$ cat src/rtl/pig_pkg.sv
package pig_pkg;

    localparam int RATE_W  = 4;
    localparam int CHAIN_W = 3;
    localparam int ADDR_W  = 2;

    typedef enum logic [1:0] {
        ST_IDLE = 2'd0,
        ST_RUN  = 2'd1,
        ST_HALT = 2'd2
    } chain_state_e;

    localparam logic [CHAIN_W-1:0] CHAIN_RUN  = 3'd2;
    localparam logic [CHAIN_W-1:0] CHAIN_HALT = 3'd6;

    localparam logic [ADDR_W-1:0] ADDR_MODE = 2'd0;
    localparam logic [ADDR_W-1:0] ADDR_EN   = 2'd1;
    localparam logic [ADDR_W-1:0] ADDR_STAT = 2'd2;

    localparam int EN_BIT   = 6;
    localparam int FLAG_BIT = 6;
    localparam int REQ_BIT  = 7;

endpackage

$ cat src/rtl/pig_ctrl.sv
module pig_ctrl
    import pig_pkg::*;
#(
    parameter int CW = CHAIN_W
) (
    input  logic          clk,
    input  logic          rst_n,
    input  logic [CW-1:0] chain,
    output logic          count_en,
    output logic          hold_zero,
    output logic          resume
);

    chain_state_e state, state_nxt;

    always_ff @(posedge clk or negedge rst_n) begin
        if (!rst_n) state <= ST_IDLE;
        else        state <= state_nxt;
    end

    always_comb begin
        state_nxt = state;
        unique case (state)
            ST_IDLE: begin
                if (chain == CHAIN_RUN)       state_nxt = ST_RUN;   // start
                else if (chain == CHAIN_HALT) state_nxt = ST_HALT;  // park
            end
            ST_RUN: begin
                if (chain == CHAIN_HALT)      state_nxt = ST_HALT;  // freeze
                else if (chain != CHAIN_RUN)  state_nxt = ST_IDLE;  // drop
            end
            ST_HALT: begin
                if (chain == CHAIN_RUN)       state_nxt = ST_RUN;   // resume
                else if (chain != CHAIN_HALT) state_nxt = ST_IDLE;  // release
            end
            default: state_nxt = ST_IDLE;
        endcase
    end

    always_comb begin
        count_en  = (state == ST_RUN);
        hold_zero = (state == ST_IDLE);
        resume    = (state == ST_HALT) && (state_nxt != ST_HALT);
    end

    // a value other than run or halt parks the FSM in idle
    a_r5_other_to_idle: assert property (@(posedge clk) disable iff (!rst_n)
        (chain != CHAIN_RUN && chain != CHAIN_HALT) |=> (state == ST_IDLE));

    // leaving halt for run lands in the run state
    a_r6_halt_resume: assert property (@(posedge clk) disable iff (!rst_n)
        (state == ST_HALT && chain == CHAIN_RUN) |=> (state == ST_RUN));

endmodule

$ cat src/rtl/pig_divider.sv
module pig_divider
    import pig_pkg::*;
#(
    parameter int RW = RATE_W
) (
    input  logic          clk,
    input  logic          rst_n,
    input  logic          tick,
    input  logic [RW-1:0] rate,
    input  logic          count_en,
    input  logic          hold_zero,
    input  logic          restart,
    output logic          expire
);

    localparam int NCODES = 1 << RW;
    localparam int CNT_W  = NCODES - 2;

    logic [CNT_W-1:0] last_tbl [NCODES];
    logic [CNT_W-1:0] cnt;
    logic [CNT_W-1:0] last;
    logic             step;

    for (genvar g = 0; g < NCODES; g++) begin : g_period
        localparam int LAST = (g == 0) ? 0 :
                              (g <= 2) ? ((1 << (g + 6)) - 1) :
                                         ((1 << (g - 1)) - 1);
        assign last_tbl[g] = CNT_W'(LAST);
    end

    assign last   = last_tbl[rate];
    assign step   = count_en && tick && (rate != '0) && !restart;
    assign expire = step && (cnt == last);

    always_ff @(posedge clk or negedge rst_n) begin
        if (!rst_n)                 cnt <= '0;
        else if (restart || hold_zero) cnt <= '0;
        else if (step)              cnt <= (cnt == last) ? '0 : cnt + 1'b1;
    end

    // the count never passes the last value of the selected period
    a_r2_cnt_in_range: assert property (@(posedge clk) disable iff (!rst_n)
        cnt <= last);

    // code 0 never expires
    a_r4_code0_silent: assert property (@(posedge clk) disable iff (!rst_n)
        (rate == '0) |-> !expire);

    // without run, idle or restart the count is frozen
    a_r5_halt_frozen: assert property (@(posedge clk) disable iff (!rst_n)
        (!count_en && !hold_zero && !restart) |=> $stable(cnt));

endmodule

$ cat src/rtl/pig_regs.sv
module pig_regs
    import pig_pkg::*;
#(
    parameter int RW = RATE_W,
    parameter int CW = CHAIN_W,
    parameter int AW = ADDR_W
) (
    input  logic          clk,
    input  logic          rst_n,
    input  logic          bus_wr,
    input  logic          bus_rd,
    input  logic [AW-1:0] bus_addr,
    input  logic [RW+CW:0] bus_wdata,
    input  logic          expire,
    output logic [RW+CW:0] bus_rdata,
    output logic [RW-1:0] rate,
    output logic [CW-1:0] chain,
    output logic          rate_chg,
    output logic          irq
);

    localparam int DW = RW + CW + 1;

    logic en_q, flag_q, req;
    logic wr_mode, wr_en, rd_stat;

    assign wr_mode  = bus_wr && (bus_addr == ADDR_MODE);
    assign wr_en    = bus_wr && (bus_addr == ADDR_EN);
    assign rd_stat  = bus_rd && (bus_addr == ADDR_STAT);
    assign rate_chg = wr_mode && (bus_wdata[RW-1:0] != rate);
    assign req      = flag_q && en_q;
    assign irq      = req;

    always_ff @(posedge clk or negedge rst_n) begin
        if (!rst_n) begin
            rate  <= '0;
            chain <= '0;
            en_q  <= 1'b0;
        end else begin
            if (wr_mode) begin
                rate  <= bus_wdata[RW-1:0];
                chain <= bus_wdata[RW+CW-1:RW];
            end
            if (wr_en) en_q <= bus_wdata[EN_BIT];
        end
    end

    always_ff @(posedge clk or negedge rst_n) begin
        if (!rst_n)       flag_q <= 1'b0;
        else if (expire)  flag_q <= 1'b1;
        else if (rd_stat) flag_q <= 1'b0;
    end

    always_comb begin
        bus_rdata = '0;
        unique case (bus_addr)
            ADDR_MODE: bus_rdata = {1'b0, chain, rate};
            ADDR_EN:   bus_rdata[EN_BIT] = en_q;
            ADDR_STAT: begin
                bus_rdata[FLAG_BIT] = flag_q;
                bus_rdata[REQ_BIT]  = req;
            end
            default:   bus_rdata = {DW{1'b0}};
        endcase
    end

    // an expiry always leaves the flag set
    a_r8_flag_sets: assert property (@(posedge clk) disable iff (!rst_n)
        expire |=> flag_q);

    // a status read with no coincident expiry clears the flag
    a_r10_read_clears: assert property (@(posedge clk) disable iff (!rst_n)
        (rd_stat && !expire) |=> !flag_q);

endmodule

$ cat src/rtl/pig_top.sv
module pig_top
    import pig_pkg::*;
#(
    parameter int RW = RATE_W,
    parameter int CW = CHAIN_W,
    parameter int AW = ADDR_W
) (
    input  logic          clk,
    input  logic          rst_n,
    input  logic          tick_32k,
    input  logic          bus_wr,
    input  logic          bus_rd,
    input  logic [AW-1:0] bus_addr,
    input  logic [RW+CW:0] bus_wdata,
    output logic [RW+CW:0] bus_rdata,
    output logic          irq
);

    logic [RW-1:0] rate;
    logic [CW-1:0] chain;
    logic rate_chg, count_en, hold_zero, resume, expire;

    pig_regs #(.RW(RW), .CW(CW), .AW(AW)) u_regs (
        .clk(clk), .rst_n(rst_n),
        .bus_wr(bus_wr), .bus_rd(bus_rd), .bus_addr(bus_addr),
        .bus_wdata(bus_wdata), .expire(expire), .bus_rdata(bus_rdata),
        .rate(rate), .chain(chain), .rate_chg(rate_chg), .irq(irq)
    );

    pig_ctrl #(.CW(CW)) u_ctrl (
        .clk(clk), .rst_n(rst_n), .chain(chain),
        .count_en(count_en), .hold_zero(hold_zero), .resume(resume)
    );

    pig_divider #(.RW(RW)) u_div (
        .clk(clk), .rst_n(rst_n), .tick(tick_32k), .rate(rate),
        .count_en(count_en), .hold_zero(hold_zero),
        .restart(resume || rate_chg), .expire(expire)
    );

endmodule

$ cat config.mk
export PLATFORM = sky130hd
export DESIGN_NAME = pig_top
export DESIGN_NICKNAME = d
export VERILOG_FILES = /design/src/rtl/pig_pkg.sv /design/src/rtl/pig_ctrl.sv /design/src/rtl/pig_divider.sv /design/src/rtl/pig_regs.sv /design/src/rtl/pig_top.sv
export SDC_FILE = /design/constraint.sdc
export NUM_CORES = 1
export LEC_CHECK = 0
export ABC_AREA = 1
export BUFFER_PORTS_ARGS = -buffer_cell sky130_fd_sc_hd__buf_2
export CAP_MARGIN = 30
export CORE_MARGIN = 2
export CORE_UTILIZATION = 50
export CTS_CLUSTER_DIAMETER = 120
export DETAILED_ROUTE_END_ITERATION = 10
export PLACE_DENSITY = 0.71
export RECOVER_POWER = 50
export SLEW_MARGIN = 20
export SYNTH_ARGS = -nofsm -noshare
export SYNTH_HDL_FRONTEND = slang
export SYNTH_HIERARCHICAL = 1
export SYNTH_SLANG_ARGS = --single-unit
$ cat constraint.sdc
create_clock -name clk -period 2.8 [get_ports clk]
set_clock_uncertainty 0.1 [all_clocks]
set_input_delay 0.56 -clock clk [delete_from_list [all_inputs] [get_ports clk]]
set_output_delay 0.56 -clock clk [all_outputs]
set_load 0.01 [all_outputs]
==> impl_metrics.env, run 1 <==
export IMPL_status="complete, no violations"
export IMPL_syn_nets=293
export IMPL_ir_drop_uv=211
export IMPL_drive_above_1_share_pct=13.9
export IMPL_place_area_um2=1960
export IMPL_fin_tns_setup_ps=0
export IMPL_cts_setup_buffers=0
export IMPL_clock_sinks=25
export IMPL_cts_buffers=3
export IMPL_die_x_um=64.2
export IMPL_worst_pin_slew_ps=1350
export IMPL_drc_errors=0
export IMPL_antennaDiodeCount=0
export IMPL_drt_iter0_drc=118
export IMPL_yosys_warnings=6
export IMPL_avgViaCountPerCell=4.88
export IMPL_cp_slowest_cell="dfrtp_1"
export IMPL_cts_tree="built"
export IMPL_postCtsResizedCells=0
export IMPL_endpoint_kind="register"
export IMPL_r2r_start="u_regs/rate[1]$_DFFE_PN0P_"
export IMPL_min_from="bus_wdata[6]"
export IMPL_h_tree_depth=1
export IMPL_antenna_found_initial=0
export IMPL_crit_family="simple AND/OR/NAND/NOR gates"
export IMPL_max_freq_mhz=411
export IMPL_seqPwrFrac_pct=49.3
export IMPL_hold_depth=3
export IMPL_sw_frac_of_total_pct=37.5
export IMPL_gp_congestion=0.912
export IMPL_crit_arrival_ps=2540
export IMPL_syn_instance_count=273
export IMPL_layout_common_cells="nand2_1, inv_1, nor2_1"
export IMPL_switchingPower_w=0.000316
export IMPL_finalCritPeriodShare_pct=86.9
export IMPL_io_buffers=22
export IMPL_required_ps=2910
export IMPL_io_pins=24
export IMPL_syn_mean_instance_area_um2=6.65
export IMPL_cpMostUsedCell="nand2_1"
export IMPL_rows=21
export IMPL_combPwrFrac_pct=31.5
export IMPL_final_nets=316
export IMPL_num_vias=1664
export IMPL_clockPowerShare_pct=19.1
export IMPL_clk_path_buf_depth=2
export IMPL_maxCapViolCount=0
export IMPL_timing_hold_violations_final=0
export IMPL_cpPeakStageDelay_ps=570
export IMPL_core_um2=3420
export IMPL_grt_pass1_vias=1547
export IMPL_path_class="reg -> reg"
export IMPL_groute_usage_overall_pct=20.6
export IMPL_cp_buffers_inverters=2
export IMPL_rrSetupSlack_ps=370
export IMPL_yosysTopAreaCell="dfrtp_1"
export IMPL_post_route_min_period_ps=2430
export IMPL_hp_class="in -> reg"
export IMPL_setup_viol=0
export IMPL_worst_path_max_fanout=11
export IMPL_p_int_w=0.000527
export IMPL_seq_area_frac_synth_pct=34.5
export IMPL_mostFrequentLayoutCell="nand2_1"
export IMPL_die_h_um=64.2
export IMPL_synth_area_um2=1810
export IMPL_grt_max_degree=26
export IMPL_synth_top_area_share_pct=34.5
export IMPL_r2r_end="u_div/cnt[12]$_DFFE_PN0P_"
export IMPL_ant_nets=0
export IMPL_start_util_pct=53.1
export IMPL_slew_headroom_pct=9.96
export IMPL_ys_ff_latch=25
export IMPL_wl_um=3720
export IMPL_rsz0062_at_grt="no"
export IMPL_synth_cell_types=24
export IMPL_hold_buffers=0
export IMPL_grt_pass1_wl_um=6790
export IMPL_clkSlewWorstSetupHoldPaths_ps=130
export IMPL_drtPass1Iterations=4
export IMPL_hold_path_end="u_regs/chain[2]$_DFFE_PN0P_"
export IMPL_wl_per_cell_um=10.9
export IMPL_hpwlAfterDp_um=2870
export IMPL_syn_to_final_growth_pct=8.97
export IMPL_reg2regPathDepth=12
export IMPL_crit_path_start_kind="register"
export IMPL_drv_slew=0
export IMPL_fin_area_um2=1980
export IMPL_synthTopCellsByArea="dfrtp_1, nand2_1, inv_1, nor2_1, nand3_1"
export IMPL_grt_ovfl_total=0
export IMPL_power_density_nw_per_um2=426
export IMPL_p_leak_nw=1.07
export IMPL_path_cells="inv_1 -> ha_1 -> nand2_2 -> nand2_1 -> inv_2 -> nand2_1 -> nand2_1 -> nand3_1 -> nor2_1 -> nand3_1 -> nand2_1 -> nor2_1"
export IMPL_cts_root_buffer="clkbuf_4"
export IMPL_dieArea_um2=4130
export IMPL_clock_latency_ps=320
[final cells by class]
cell class,instances,area [um2]
clock buffers,3,22.5
clock inverters,1,5.00
fillers,347,1440
inverters,45,169
multi-input cells,198,982
flip-flops and latches,25,626
well taps,46,57.6
repair buffers,23,115
[cell families (layout without fill, tap and decap cells)]
| logic type | after synthesis | count (layout) | synth area share, % |
|---|---|---|---|
| AO/OA/AOI/OAI | 19 | 19 | 7.03 |
| XOR/XNOR | 12 | 12 | 5.79 |
| adder cells (fa/ha/maj) | 5 | 5 | 3.45 |
| buffers and inverters | 50 | 72 | 11.0 |
| flip-flops | 25 | 25 | 34.5 |
| AND/OR/NAND/NOR | 162 | 162 | 38.3 |
[stage by stage]
step           cells  utilization, %  setup slack [ps]  hold slack, ps  total power (W)
5_1_grt          341            57.9              66.1             379         0.000917
3_5_place_dp     337            57.4               394             407         0.000690
6_report         341            57.9               366             386         0.000842
4_1_cts          341            58.2               371             129         0.000855
3_3_place_gp     337            57.4               428             401         0.000686
2_1_floorplan    273               -               785             164         0.000620
[sequential cells by signal, indices dropped and copies added, names as in the netlist]
signal,cells
u_regs/chain,3
u_div/cnt,14
u_ctrl/state,2
u_regs/flag_q,1
u_regs/rate,4
u_regs/en_q,1
[worst max path at each step]
stage | start | endpoint | slack (ps) | cells past startpoint
4_1_cts | u_regs/rate[1]$_DFFE_PN0P_ | u_div/cnt[12]$_DFFE_PN0P_ | 370 | 12
2_1_floorplan | bus_addr[0] | u_div/cnt[4]$_DFFE_PN0P_ | 790 | 13
5_1_grt | u_regs/rate[3]$_DFFE_PN0P_ | u_div/cnt[6]$_DFFE_PN0P_ | 70 | 14
3_5_place_dp | u_regs/rate[1]$_DFFE_PN0P_ | u_div/cnt[12]$_DFFE_PN0P_ | 390 | 12
6_report | u_regs/rate[1]$_DFFE_PN0P_ | u_div/cnt[12]$_DFFE_PN0P_ | 370 | 12
3_3_place_gp | bus_addr[0] | u_div/cnt[6]$_DFFE_PN0P_ | 430 | 13
[cell usage after synthesis (all sizes together)]
master  instances
nand2          81
inv            45
nor2           44
nand3          27
dfrtp          25
o21ai          15
xor2           12
buf             5
ha              5
nand4           5
a21oi           3
nand3b          2
nor3            2
a21o            1
nor4            1
[power by group through the flow]
stage | logic (W) | clock network (W) | registers [W]
after floorplan | 0.000210 | 0 | 0.000410
after global placement | 0.000264 | 0 | 0.000422
after detailed placement | 0.000267 | 0 | 0.000423
after CTS | 0.000268 | 0.000171 | 0.000416
after global routing | 0.000311 | 0.000185 | 0.000422
final | 0.000266 | 0.000161 | 0.000415
[tightest hold or removal path, cell delays in order]
cell     delay, ps
buf_2           90
inv_1           70
o21ai_2         60
[layer usage]
layer | vias to the layer above | GRT usage, % | part of all wire (%)
met1 | 728 | 29.8 | 50
met4 | 0 | 5.59 | 0.83
met3 | 4 | 2.82 | 5.4
met5 | - | 0 | 0
li1 | 891 | - | -
met2 | 41 | 32.3 | 44
Note: power is estimated with default switching activity, not from simulation.
==> run 2: changes to the inputs <==
clock period = 2.7 ns   (was 2.8 ns; I/O delays follow)
==> run 2 against run 1 <==
  * Hold slack got worse by 28 ps
  * Core utilization up 0.44 points
  * Sequential power up 2%
  * Clock power up 6%
  * Critical path depth unchanged
  * Worst setup slack worse by 66 ps
  * Combinational power increased by 8.6%
  * Maximum frequency grew 1.4%
  * First-iteration DRC count shrank 43%
  * Die area unchanged
  * Final cell count grew 0.59%
  * Critical path type unchanged
  * Highest routed layer unchanged
==> impl_metrics.env, run 2 (same netlist as run 1, synthesis figures left out) <==
export IMPL_drt_iter0_drc=67
export IMPL_cts_root_buffer="clkbuf_4"
export IMPL_final_nets=318
export IMPL_grt_max_degree=26
export IMPL_hold_buffers=0
export IMPL_clockPowerShare_pct=19.4
export IMPL_die_x_um=64.2
export IMPL_clkSlewWorstSetupHoldPaths_ps=130
export IMPL_rows=21
export IMPL_gp_congestion=0.923
export IMPL_cts_setup_buffers=0
export IMPL_crit_path_start_kind="register"
export IMPL_fin_area_um2=1990
export IMPL_min_from="bus_wdata[4]"
export IMPL_drtPass1Iterations=4
export IMPL_groute_usage_overall_pct=20.4
export IMPL_hpwlAfterDp_um=2950
export IMPL_ir_drop_uv=246
export IMPL_drc_errors=0
export IMPL_place_area_um2=1970
export IMPL_status="complete, no violations"
export IMPL_avgViaCountPerCell=4.92
export IMPL_drive_above_1_share_pct=14.5
export IMPL_rsz0062_at_grt="no"
export IMPL_reg_top3="u_div/cnt x14, u_regs/rate x4, u_regs/chain x3"
export IMPL_layout_setup_ws_ps=299
export IMPL_grt_ovfl_total=0
export IMPL_io_buffers=22
export IMPL_postCtsResizedCells=0
export IMPL_fin_tns_setup_ps=0
export IMPL_setup_viol=0
export IMPL_clock_sinks=25
export IMPL_wl_per_cell_um=11.1
export IMPL_syn_to_final_growth_pct=9.79
export IMPL_h_tree_depth=1
export IMPL_ant_nets=0
export IMPL_cts_tree="built"
export IMPL_cts_buffers=3
export IMPL_sw_frac_of_total_pct=37.8
export IMPL_max_freq_mhz=417
export IMPL_start_util_pct=53.1
export IMPL_endpoint_kind="register"
export IMPL_clk_path_buf_depth=2
export IMPL_startpoint="u_regs/rate[1]$_DFFE_PN0P_"
export IMPL_post_route_min_period_ps=2400
export IMPL_regMostFlops="u_div/cnt"
export IMPL_core_um2=3420
export IMPL_mostFrequentLayoutCell="nand2_1"
export IMPL_finalCritPeriodShare_pct=88.9
export IMPL_wl_um=3820
export IMPL_timing_hold_violations_final=0
export IMPL_required_ps=2810
export IMPL_grt_pass1_vias=1518
export IMPL_power_density_nw_per_um2=444
export IMPL_clock_latency_ps=320
export IMPL_grt_pass1_wl_um=6690
export IMPL_switchingPower_w=0.000334
export IMPL_maxCapViolCount=0
export IMPL_r2r_start="u_regs/rate[1]$_DFFE_PN0P_"
export IMPL_drv_slew=0
export IMPL_crit_arrival_ps=2510
export IMPL_num_vias=1688
export IMPL_layout_common_cells="nand2_1, inv_1, nor2_1"
export IMPL_dieArea_um2=4130
export IMPL_slew_headroom_pct=9.81
export IMPL_antennaDiodeCount=0
export IMPL_hp_class="in -> reg"
export IMPL_combPwrFrac_pct=32.7
export IMPL_die_h_um=64.2
export IMPL_path_class="reg -> reg"
export IMPL_worst_pin_slew_ps=1350
export IMPL_dp_worst_setup_slack_ps=316
export IMPL_p_int_w=0.000551
export IMPL_seqPwrFrac_pct=48.0
export IMPL_largest_register_ffs=14
export IMPL_p_leak_nw=1.09
export IMPL_io_pins=24
export IMPL_antenna_found_initial=0
export IMPL_worst_path_max_fanout=11
run 2: cell count changes in the layout (fill, tap and decap cells not counted):
cell / before / now
buf_4: 1 / 3
nand2_4: 0 / 1
nand2_1: 79 / 78
nor2_1: 40 / 41
nor2_4: 1 / 0
run 2: power by group through the flow:
stage / sequential, W / clock (W) / combinational, W
6_report: 0.000425 / 0.000171 / 0.000289
5_1_grt: 0.000430 / 0.000191 / 0.000332
4_1_cts: 0.000424 / 0.000176 / 0.000290
3_5_place_dp: 0.000432 / 0 / 0.000289
3_3_place_gp: 0.000431 / 0 / 0.000285
2_1_floorplan: 0.000425 / 0 / 0.000218
run 2: stage by stage:
| stage | std cells | util (%) | hold slack [ps] | total power (W) |
|---|---|---|---|---|
| floorplan | 273 | - | 144 | 0.000643 |
| global route | 343 | 58.3 | 349 | 0.000954 |
| detailed placement | 339 | 57.8 | 407 | 0.000720 |
| global placement | 339 | 57.8 | 402 | 0.000716 |
| CTS | 343 | 58.6 | 108 | 0.000891 |
| finish | 343 | 58.3 | 357 | 0.000885 |
run 2: layout make-up:
| cell class | instances | area, um2 |
|---|---|---|
| fillers | 356 | 1420 |
| clock inverters | 1 | 5.00 |
| well taps | 46 | 57.6 |
| multi-input cells | 198 | 982 |
| flip-flops and latches | 25 | 626 |
| clock buffers | 3 | 22.5 |
| inverters | 45 | 169 |
| repair buffers | 25 | 130 |
run 2: routing by layer:
| metal | global-route usage (%) | vias up | routed length (um) |
|---|---|---|---|
| met5 | 0 | - | 0 |
| met4 | 6.38 | 0 | 53 |
| met3 | 2.99 | 9 | 185 |
| met2 | 31.0 | 38 | 1600 |
| met1 | 29.9 | 754 | 1980 |
| li1 | - | 887 | - |
run 2: final timing paths:
| check | slack (ps) | depth (start not counted) | to |
|---|---|---|---|
| max in group asynchronous | 1320 | 1 | u_regs/rate[2]$_DFFE_PN0P_ |
| min in group asynchronous | 390 | 1 | u_regs/flag_q$_DFFE_PN0P_ |
| hold / removal | 360 | 3 | u_regs/chain[0]$_DFFE_PN0P_ |
| setup reg to reg | 300 | 12 | u_div/cnt[12]$_DFFE_PN0P_ |
| setup / recovery | 300 | 12 | u_div/cnt[12]$_DFFE_PN0P_ |
| hold reg to reg | 420 | 1 | u_ctrl/state[0]$_DFF_PN0_ |
run 2: worst max-delay path, stage by stage, from the launching register on:
cell and delay, ps:
dfrtp_1 560, inv_1 130, ha_1 330, nand2_2 120
nand2_1 110, nand2_1 80, nand2_1 40, nor2_1 90
nand2_1 70, nor2_2 120, nand3_1 110, nand2_1 330
nor2_1 90
==> run 3: changes to the inputs <==
CTS_BUF_LIST = sky130_fd_sc_hd__clkbuf_8   (was unset)
PLACE_DENSITY = unset   (was 0.71)
PLACE_DENSITY_LB_ADDON = 0.2   (was unset)
==> run 3 against run 2 <==
  * Hold slack improved by 43 ps
  * Routed wire length rose by 1.5%
  * Final cell count increased by 0.29%
  * Flip-flop and latch count stayed put
  * Cell area grew 1.4%
  * Worst setup slack gained 4.6 ps
  * Power up 7.3%
  * Critical path type unchanged
  * Largest cell class unchanged
==> impl_metrics.env, run 3 (same netlist as run 1, synthesis figures left out) <==
export IMPL_clk_path_buf_depth=2
export IMPL_slew_headroom_pct=9.54
export IMPL_grt_pass1_vias=1511
export IMPL_grt_ovfl_total=0
export IMPL_layout_common_cells="nand2_1, inv_1, nor2_1"
export IMPL_drt_iter0_drc=50
export IMPL_hold_depth=3
export IMPL_antennaDiodeCount=0
export IMPL_start_util_pct=53.1
export IMPL_drv_slew=0
export IMPL_power_density_nw_per_um2=470
export IMPL_ir_drop_uv=195
export IMPL_groute_layer_met1_usage_pct=29.0
export IMPL_gp_congestion=0.853
export IMPL_min_from="bus_wdata[4]"
export IMPL_cts_root_buffer="clkbuf_8"
export IMPL_rrSetupSlack_ps=300
export IMPL_top_usage_layer="met2"
export IMPL_drtPass1Iterations=4
export IMPL_syn_to_final_growth_pct=11.4
export IMPL_worst_pin_slew_ps=1360
export IMPL_drc_errors=0
export IMPL_clkSlewWorstSetupHoldPaths_ps=90
export IMPL_final_nets=319
export IMPL_die_h_um=64.2
export IMPL_status="complete, no violations"
export IMPL_h_tree_depth=1
export IMPL_crit_arrival_ps=2450
export IMPL_ant_nets=0
export IMPL_r2r_start="u_regs/rate[1]$_DFFE_PN0P_"
export IMPL_grt_pass1_wl_um=6690
export IMPL_maxCapViolCount=0
export IMPL_wl_um=3880
export IMPL_io_buffers=22
export IMPL_setup_viol=0
export IMPL_post_route_min_period_ps=2400
export IMPL_required_ps=2750
export IMPL_dp_worst_setup_slack_ps=221
export IMPL_finalCritPeriodShare_pct=88.7
export IMPL_worst_path_max_fanout=10
export IMPL_drive_above_1_share_pct=15.1
export IMPL_grt_max_degree=26
export IMPL_met3_usage_pct=2.11
export IMPL_cts_tree="built"
export IMPL_path_class="reg -> reg"
export IMPL_max_freq_mhz=417
export IMPL_groute_usage_overall_pct=20.9
export IMPL_reg2regPathDepth=14
export IMPL_hp_class="in -> reg"
export IMPL_num_vias=1680
export IMPL_largest_register_ffs=14
export IMPL_mostFrequentLayoutCell="nand2_1"
export IMPL_avgViaCountPerCell=4.88
export IMPL_crit_path_start_kind="register"
export IMPL_gr_usage_met2_pct=34.0
export IMPL_antenna_found_initial=0
export IMPL_dieArea_um2=4130
export IMPL_wl_per_cell_um=11.3
export IMPL_fin_tns_setup_ps=0
export IMPL_clock_sinks=25
export IMPL_timing_hold_violations_final=0
export IMPL_hpwlAfterDp_um=2910
export IMPL_hold_path_end="u_regs/chain[0]$_DFFE_PN0P_"
export IMPL_clock_latency_ps=280
export IMPL_reg_top3="u_div/cnt x14, u_regs/rate x4, u_regs/chain x3"
export IMPL_rsz0062_at_grt="no"
export IMPL_core_um2=3420
export IMPL_r2r_end="u_div/cnt[6]$_DFFE_PN0P_"
export IMPL_p_leak_nw=1.10
export IMPL_die_x_um=64.2
export IMPL_io_pins=24
export IMPL_regMostFlops="u_div/cnt"
export IMPL_layout_setup_ws_ps=304
export IMPL_cts_buffers=3
export IMPL_cts_setup_buffers=0
export IMPL_endpoint_kind="register"
export IMPL_rows=21
run 3: cell type report:
cell class / count / area, um2
sequential: 25 / 626
inverter: 45 / 169
fill: 357 / 1400
clock inverter: 1 / 5.00
tap: 46 / 57.6
timing repair buffer: 26 / 138
clock buffer: 3 / 41.3
multi-input combinational: 198 / 985
run 3: per-stage QoR:
| stage | cells | util, % | power (W) | hold WS, ps | instance area, um2 |
|---|---|---|---|---|---|
| after global routing | 344 | 59.2 | 0.00102 | 409 | 2020 |
| after global placement | 340 | 58.0 | 0.000723 | 400 | 1980 |
| after detailed placement | 340 | 58.0 | 0.000728 | 413 | 1980 |
| final | 344 | 59.2 | 0.000950 | 401 | 2020 |
| after CTS | 344 | 59.4 | 0.000958 | 169 | 2030 |
| after floorplan | 273 | - | 0.000643 | 144 | 1810 |
run 3: layer usage:
| metal | vias up | part of all wire, % |
|---|---|---|
| li1 | 889 | - |
| met5 | - | 0 |
| met1 | 760 | 50 |
| met4 | 0 | 0.98 |
| met3 | 4 | 3.9 |
| met2 | 27 | 45 |
run 3: repair_timing:
item	in CTS	in global routing
resized for setup	0	1
setup endpoints to repair	0	4
hold buffers	0	0
run 3: how the worst max path moves through the flow:
stage | from | endpoint | slack [ps]
5_1_grt | u_regs/rate[1]$_DFFE_PN0P_ | u_div/cnt[6]$_DFFE_PN0P_ | 20
3_5_place_dp | u_regs/rate[1]$_DFFE_PN0P_ | u_div/cnt[6]$_DFFE_PN0P_ | 220
4_1_cts | u_regs/rate[1]$_DFFE_PN0P_ | u_div/cnt[6]$_DFFE_PN0P_ | 200
6_report | u_regs/rate[1]$_DFFE_PN0P_ | u_div/cnt[6]$_DFFE_PN0P_ | 300
2_1_floorplan | bus_addr[0] | u_div/cnt[4]$_DFFE_PN0P_ | 710
3_3_place_gp | u_regs/rate[1]$_DFFE_PN0P_ | u_div/cnt[9]$_DFFE_PN0P_ | 280
run 3: where the power goes:
part | leakage (nW) | switching (W) | total [W] | internal, W
Sequential | 0.333 | 0.0000249 | 0.000422 | 0.000397
Clock | 0.0255 | 0.000124 | 0.000227 | 0.000103
Combinational | 0.740 | 0.000200 | 0.000301 | 0.000101
Total | 1.10 | 0.000349 | 0.000950 | 0.000601
run 3: critical path: stages (launching register included):
cell,delay [ps]
dfrtp_1,550
inv_1,100
nand2_1,70
nand2_1,50
nor2_1,130
a21oi_2,70
inv_1,50
nand2_1,70
inv_1,60
nand4_1,130
nand2_1,300
inv_1,220
nor2_1,150
xor2_1,150
nor2_1,60
